--- config.mk ---
export PLATFORM = sky130hd
export DESIGN_NAME = vec_irq_ctrl
export DESIGN_NICKNAME = d
export VERILOG_FILES = /design/src/rtl/irqc_pkg.sv /design/src/rtl/irqc_flag.sv /design/src/rtl/irqc_prio.sv /design/src/rtl/irqc_vecreg.sv /design/src/rtl/vec_irq_ctrl.sv
export SDC_FILE = /design/constraint.sdc
export NUM_CORES = 1
export LEC_CHECK = 0
export BUFFER_PORTS_ARGS = -buffer_cell sky130_fd_sc_hd__buf_2
export CAP_MARGIN = 30
export CORE_AREA = 8 8 45 47
export CTS_BUF_LIST = sky130_fd_sc_hd__clkbuf_2
export DETAILED_ROUTE_END_ITERATION = 10
export DIE_AREA = 0 0 53 55
export HOLD_SLACK_MARGIN = 0.02
export PLACE_DENSITY = 0.87
export SLEW_MARGIN = 0
export SYNTH_ARGS = -nofsm -noshare
export SYNTH_HDL_FRONTEND = slang
export SYNTH_SLANG_ARGS = --single-unit
--- constraint.sdc ---
create_clock -name clk -period 3 [get_ports clk]
set_clock_uncertainty 0.2 [all_clocks]
set_input_delay 0.45 -clock clk [delete_from_list [all_inputs] [get_ports clk]]
set_output_delay 0.45 -clock clk [all_outputs]
set_load 0.03 [all_outputs]
--- src/rtl/irqc_pkg.sv ---
package irqc_pkg;

    localparam int NUM_DMA   = 3;
    localparam int NUM_SRC   = NUM_DMA + 1;
    localparam int IDX_W     = $clog2(NUM_SRC);
    localparam int BASE_W    = 5;
    localparam int DATA_W    = 8;
    localparam int ST_DMA_LO = 4;
    localparam int ST_LAST   = 7;
    localparam int SRC_RASTER = 0;

    typedef enum logic [1:0] {
        CODE_DMA2   = 2'b00,
        CODE_DMA1   = 2'b01,
        CODE_DMA0   = 2'b10,
        CODE_RASTER = 2'b11
    } src_code_e;

    typedef struct packed {
        logic [BASE_W-1:0] base;
        logic              keep_dma;
    } vec_cfg_t;

    typedef struct packed {
        logic [BASE_W-1:0] base;
        src_code_e         code;
        logic              zero;
    } vec_byte_t;

    function automatic src_code_e code_of(input logic [IDX_W-1:0] idx, input logic valid);
        src_code_e c;
        if (!valid) c = CODE_DMA2;
        else        c = src_code_e'(2'(NUM_SRC - 1 - int'(idx)));
        return c;
    endfunction

endpackage

--- src/rtl/irqc_flag.sv ---
module irqc_flag (
    input  logic clk,
    input  logic rst,
    input  logic set_i,
    input  logic clr_i,
    output logic pend_o
);
    always_ff @(posedge clk) begin
        if (rst)        pend_o <= 1'b0;
        else if (set_i) pend_o <= 1'b1;
        else if (clr_i) pend_o <= 1'b0;
    end

    p_set_wins_r11: assert property (@(posedge clk) disable iff (rst)
        set_i |=> pend_o) else $error("set pulse lost");

    p_clear_drops_r9: assert property (@(posedge clk) disable iff (rst)
        (clr_i && !set_i) |=> !pend_o) else $error("clear ignored");
endmodule

--- src/rtl/irqc_prio.sv ---
module irqc_prio #(
    parameter int N = 4,
    localparam int IW = $clog2(N)
) (
    input  logic          clk,
    input  logic          rst,
    input  logic [N-1:0]  req_i,
    output logic [N-1:0]  grant_o,
    output logic [IW-1:0] idx_o,
    output logic          valid_o
);
    always_comb begin
        grant_o = '0;
        idx_o   = '0;
        for (int i = N - 1; i >= 0; i--) begin
            if (req_i[i]) begin
                grant_o = '0;
                grant_o[i] = 1'b1;
                idx_o = IW'(i);
            end
        end
    end

    assign valid_o = |req_i;

    p_lowest_wins_r4: assert property (@(posedge clk) disable iff (rst)
        valid_o |-> ((req_i & (grant_o - 1'b1)) == '0) && ((req_i & grant_o) != '0))
        else $error("grant below a higher request");
endmodule

--- src/rtl/irqc_vecreg.sv ---
module irqc_vecreg
    import irqc_pkg::*;
(
    input  logic              clk,
    input  logic              rst,
    input  logic              wr_i,
    input  logic [BASE_W-1:0] base_i,
    input  logic              keep_i,
    input  logic              ack_i,
    input  logic              ack_raster_i,
    output vec_cfg_t          cfg_o,
    output logic              last_raster_o
);
    always_ff @(posedge clk) begin
        if (rst) begin
            cfg_o.base     <= '0;
            cfg_o.keep_dma <= 1'b1;
        end else if (wr_i) begin
            cfg_o.base     <= base_i;
            cfg_o.keep_dma <= keep_i;
        end
    end

    always_ff @(posedge clk) begin
        if (rst)        last_raster_o <= 1'b0;
        else if (ack_i) last_raster_o <= ack_raster_i;
    end

    p_reset_cfg_r5: assert property (@(posedge clk)
        rst |=> (cfg_o.keep_dma && cfg_o.base == '0 && !last_raster_o))
        else $error("bad reset state");

    p_last_follows_r6: assert property (@(posedge clk) disable iff (rst)
        ack_i |=> (last_raster_o == $past(ack_raster_i)))
        else $error("last-raster bit wrong");
endmodule

--- src/rtl/vec_irq_ctrl.sv ---
module vec_irq_ctrl
    import irqc_pkg::*;
(
    input  logic              clk,
    input  logic              rst,
    input  logic              raster_set_i,
    input  logic [NUM_DMA-1:0] dma_set_i,
    input  logic              vec_wr_i,
    input  logic              stat_wr_i,
    input  logic [DATA_W-1:0] wdata_i,
    input  logic              raster_clr_i,
    input  logic              inta_i,
    output logic              irq_o,
    output logic [DATA_W-1:0] vector_o,
    output logic [DATA_W-1:0] status_o
);
    logic [NUM_SRC-1:0] set_v, clr_v, pend_v, grant_v;
    logic [IDX_W-1:0]   win_idx;
    logic               win_valid, ack, last_raster;
    vec_cfg_t           cfg;
    vec_byte_t          vb;
    logic               unused_wbits;

    assign unused_wbits = ^wdata_i[2:1];
    assign set_v = {dma_set_i, raster_set_i};
    assign ack   = inta_i & win_valid;

    irqc_prio #(.N(NUM_SRC)) u_prio (
        .clk(clk), .rst(rst), .req_i(pend_v),
        .grant_o(grant_v), .idx_o(win_idx), .valid_o(win_valid)
    );

    assign clr_v[SRC_RASTER] = raster_clr_i | (ack & grant_v[SRC_RASTER]);

    for (genvar k = 0; k < NUM_DMA; k++) begin : g_dma_clr
        assign clr_v[k+1] = (stat_wr_i & wdata_i[ST_DMA_LO+k])
                          | (ack & grant_v[k+1] & ~cfg.keep_dma);
    end

    for (genvar s = 0; s < NUM_SRC; s++) begin : g_flag
        irqc_flag u_flag (
            .clk(clk), .rst(rst), .set_i(set_v[s]),
            .clr_i(clr_v[s]), .pend_o(pend_v[s])
        );
    end

    irqc_vecreg u_vreg (
        .clk(clk), .rst(rst), .wr_i(vec_wr_i),
        .base_i(wdata_i[DATA_W-1:3]), .keep_i(wdata_i[0]),
        .ack_i(ack), .ack_raster_i(grant_v[SRC_RASTER]),
        .cfg_o(cfg), .last_raster_o(last_raster)
    );

    always_comb begin
        vb.base = cfg.base;
        vb.code = code_of(win_idx, win_valid);
        vb.zero = 1'b0;
    end

    assign vector_o = vb;
    assign irq_o    = win_valid;

    always_comb begin
        status_o = '0;
        status_o[ST_LAST] = last_raster;
        status_o[ST_DMA_LO +: NUM_DMA] = pend_v[NUM_SRC-1:1];
    end

    p_irq_needs_set_r1: assert property (@(posedge clk) disable iff (rst)
        $rose(irq_o) |-> $past(|set_v)) else $error("request without set");

    p_keep_mode_r8: assert property (@(posedge clk) disable iff (rst)
        (inta_i && cfg.keep_dma && !stat_wr_i)
        |=> (($past(status_o[ST_DMA_LO +: NUM_DMA]) & ~status_o[ST_DMA_LO +: NUM_DMA]) == '0))
        else $error("keep mode dropped a DMA flag");

    p_idle_ack_r12: assert property (@(posedge clk) disable iff (rst)
        (inta_i && !irq_o && !(|set_v) && !stat_wr_i && !raster_clr_i)
        |=> $stable(status_o)) else $error("idle acknowledge changed status");
endmodule

==> flow_metrics.env <==
export IMPL_final_setup_fails=0
export IMPL_min_from="wdata_i[0]"
export IMPL_ctsHtreeMaxLevel=1
export IMPL_drive_above_1_share_pct=42.0
export IMPL_postSynth_asyncResetShare_pct=0
export IMPL_p_per_area_nw_per_um2=522
export IMPL_placement_setup_worst_slack_ps=1220
export IMPL_synth_largest_area_cell="dfxtp_1"
export IMPL_groute_usage_overall_pct=8.77
export IMPL_post_drt_via_cell_ratio=4.69
export IMPL_detailedPlacementHpwl_mm=1.02
export IMPL_global_route_wire_length_before_repair_mm=1.92
export IMPL_yosys_most_used_dff="dfxtp_1"
export IMPL_r2r_start="g_flag[0].u_flag.pend_o"
export IMPL_critical_path_startpoint="g_flag[0].u_flag.pend_o"
export IMPL_path_clk_slew_ps=100
export IMPL_synth_area_leaders="dfxtp_1, buf_4, mux2i_1"
export IMPL_endpoint="irq_o"
export IMPL_die_h_um=55
export IMPL_final_hold_violation_count=0
export IMPL_worstReg2RegEnd="g_flag[2].u_flag.pend_o"
export IMPL_fin_tns_setup_ps=0
export IMPL_final_antenna_net_count=0
export IMPL_setup_ws_ps=935
export IMPL_power_static_leakage_nw=0.332
export IMPL_required_ps=2350
export IMPL_post_cts_buffers=0
export IMPL_worstHoldPathType="input port to register"
export IMPL_fp_dieArea_um2=2920
export IMPL_critPathMaxFanout=6
export IMPL_fmax_mhz=484
export IMPL_antenna_cells=0
export IMPL_clock_sinks=11
export IMPL_r2r_setup_slack_ps=1550
export IMPL_n_fill_cell=155
export IMPL_period_share_pct=68.8
export IMPL_boundaryPins=35
export IMPL_antenna_violations_before_repair=0
export IMPL_ctsRootBufferMaster="clkbuf_2"
export IMPL_post_synth_top_area_fraction_pct=40.6
export IMPL_reg2reg_depth=3
export IMPL_result_of_the_run="finished clean"
export IMPL_grt_max_degree=12
export IMPL_fin_crit_ps=2070
export IMPL_syn_std_cell_area_um2=542
export IMPL_core_area_um2=1380
export IMPL_number_of_flops_mapped_to_enable_cells_by_yosys=0
export IMPL_synthMostInstantiatedCell="buf_4"
export IMPL_yosys_register_bits=11
export IMPL_vdd_drop_max_uv=220
export IMPL_max_cap_violations=0
export IMPL_clk_latency_ps=250
export IMPL_initial_core_util_pct=39.2
export IMPL_cts_buffers=3
export IMPL_drc=0
export IMPL_area_growth_synth_to_final_pct=14.3
export IMPL_post_synth_cell_area_avg_um2=8.74
export IMPL_crit_end_element="primary output"
export IMPL_unrepaired_setup_endpoints_after_global_routing="false"
export IMPL_synth_top_cells_by_count="buf_4, dfxtp_1, nor2_1"
export IMPL_cts_repair_resize_count=0
export IMPL_synthCells=62
export IMPL_drt_initial_drc_count=3
export IMPL_timing_critical_path_from_type="register"
export IMPL_placement_rows=14
export IMPL_routedWlPerCell_um=12.6
export IMPL_finalNetCount=100
export IMPL_drtPass1Iterations=2
export IMPL_tritoncts="done"
export IMPL_total_congestion_overflow_after_global_routing=0
export IMPL_via_count=455
export IMPL_slew_violations=0
export IMPL_clockBufferDepth=2
export IMPL_crit_arrival_ps=1420
export IMPL_critical_setup_path_kind="register to primary output"
export IMPL_final_core_utilization_pct=44.8
export IMPL_power_uw=323
export IMPL_synth_distinct_cells=20
export IMPL_number_of_global_route_vias_before_repair=456
export IMPL_die_w_um=53
export IMPL_port_buffers=27
export IMPL_cts_hold_buffers=0
export IMPL_synthesis_yosys_warnings=0
export IMPL_hold_depth=2
export IMPL_globalplace_congestion=0.673
export IMPL_route_final_wire_length_mm=1.22
export IMPL_yosysSeqAreaShare_pct=40.6
-- cell usage in the layout (no fill, tap or decap) --
cell,Yosys,final
or4b_1,1,1
clkbuf_2,0,4
nor3_1,2,2
buf_2,0,27
or3b_2,1,1
o31ai_1,1,1
or3_1,1,1
inv_1,1,1
a21o_2,1,1
nor2_1,10,10
a31oi_1,2,2
nand2_1,3,3
or2_2,1,1
dfxtp_1,11,11
a211o_1,1,1
conb_1,1,5
a21oi_1,2,2
mux2i_1,5,5
a22oi_1,1,1
nor2b_1,1,1
-- sequential cells by signal, indices dropped and copies added (netlist names) --
| register | flops |
|---|---|
| g_flag.u_flag.pend_o | 4 |
| u_vreg.last_raster_o | 1 |
| u_vreg.cfg_o | 6 |
-- critical path, stage by stage, from the launching register on --
cell and delay [ps]:
dfxtp_1 370, or2_2 310, or3_1 310, buf_2 180
-- per-layer routing --
layer	track usage, %	routed length (um)	up-vias
met5	0	0	-
met1	9.49	515	206
met3	4.81	170	0
met4	3.88	0	0
li1	-	-	225
met2	13.9	537	24
-- report_power, final --
group | internal [mW] | total (mW) | switching (mW)
logic | 0.0264 | 0.0770 | 0.0506
clock network | 0.0354 | 0.0832 | 0.0478
registers | 0.155 | 0.163 | 0.00746
total | 0.217 | 0.323 | 0.106
-- kinds of logic after synthesis --
family,Yosys count,synth area share (%)
mux,5,9.24
buf+inv,17,21.5
flops,11,40.6
compound gates,8,10.2
simple gates,20,17.8
other cells,1,0.692
-- worst min path at each step --
stage / endpoint / slack [ps]
after floorplan: u_vreg.cfg_o[1] / 260
after global placement: u_vreg.cfg_o[1] / 270
after detailed placement: u_vreg.cfg_o[4] / 280
after CTS: u_vreg.cfg_o[0] / 190
after global routing: u_vreg.cfg_o[0] / 180
final: u_vreg.cfg_o[0] / 200
-- final cells by class --
type	count	area (um^2)	share of cell area [%]
Tap cell	16	20.0	3.23
Sequential cell	11	220	35.6
Timing Repair Buffer	27	135	21.8
Multi-Input combinational cell	38	220	35.6
Clock buffer	4	20.0	3.23
Inverter	1	3.75	0.606
-- metrics by stage --
stage	instance area (um^2)	hold WS, ps	instances
5_1_grt	619	176	97
3_5_place_dp	599	283	93
3_3_place_gp	599	268	93
4_1_cts	619	189	97
6_report	619	199	97
2_1_floorplan	557	262	66
Note: power is estimated with default switching activity, not from simulation.
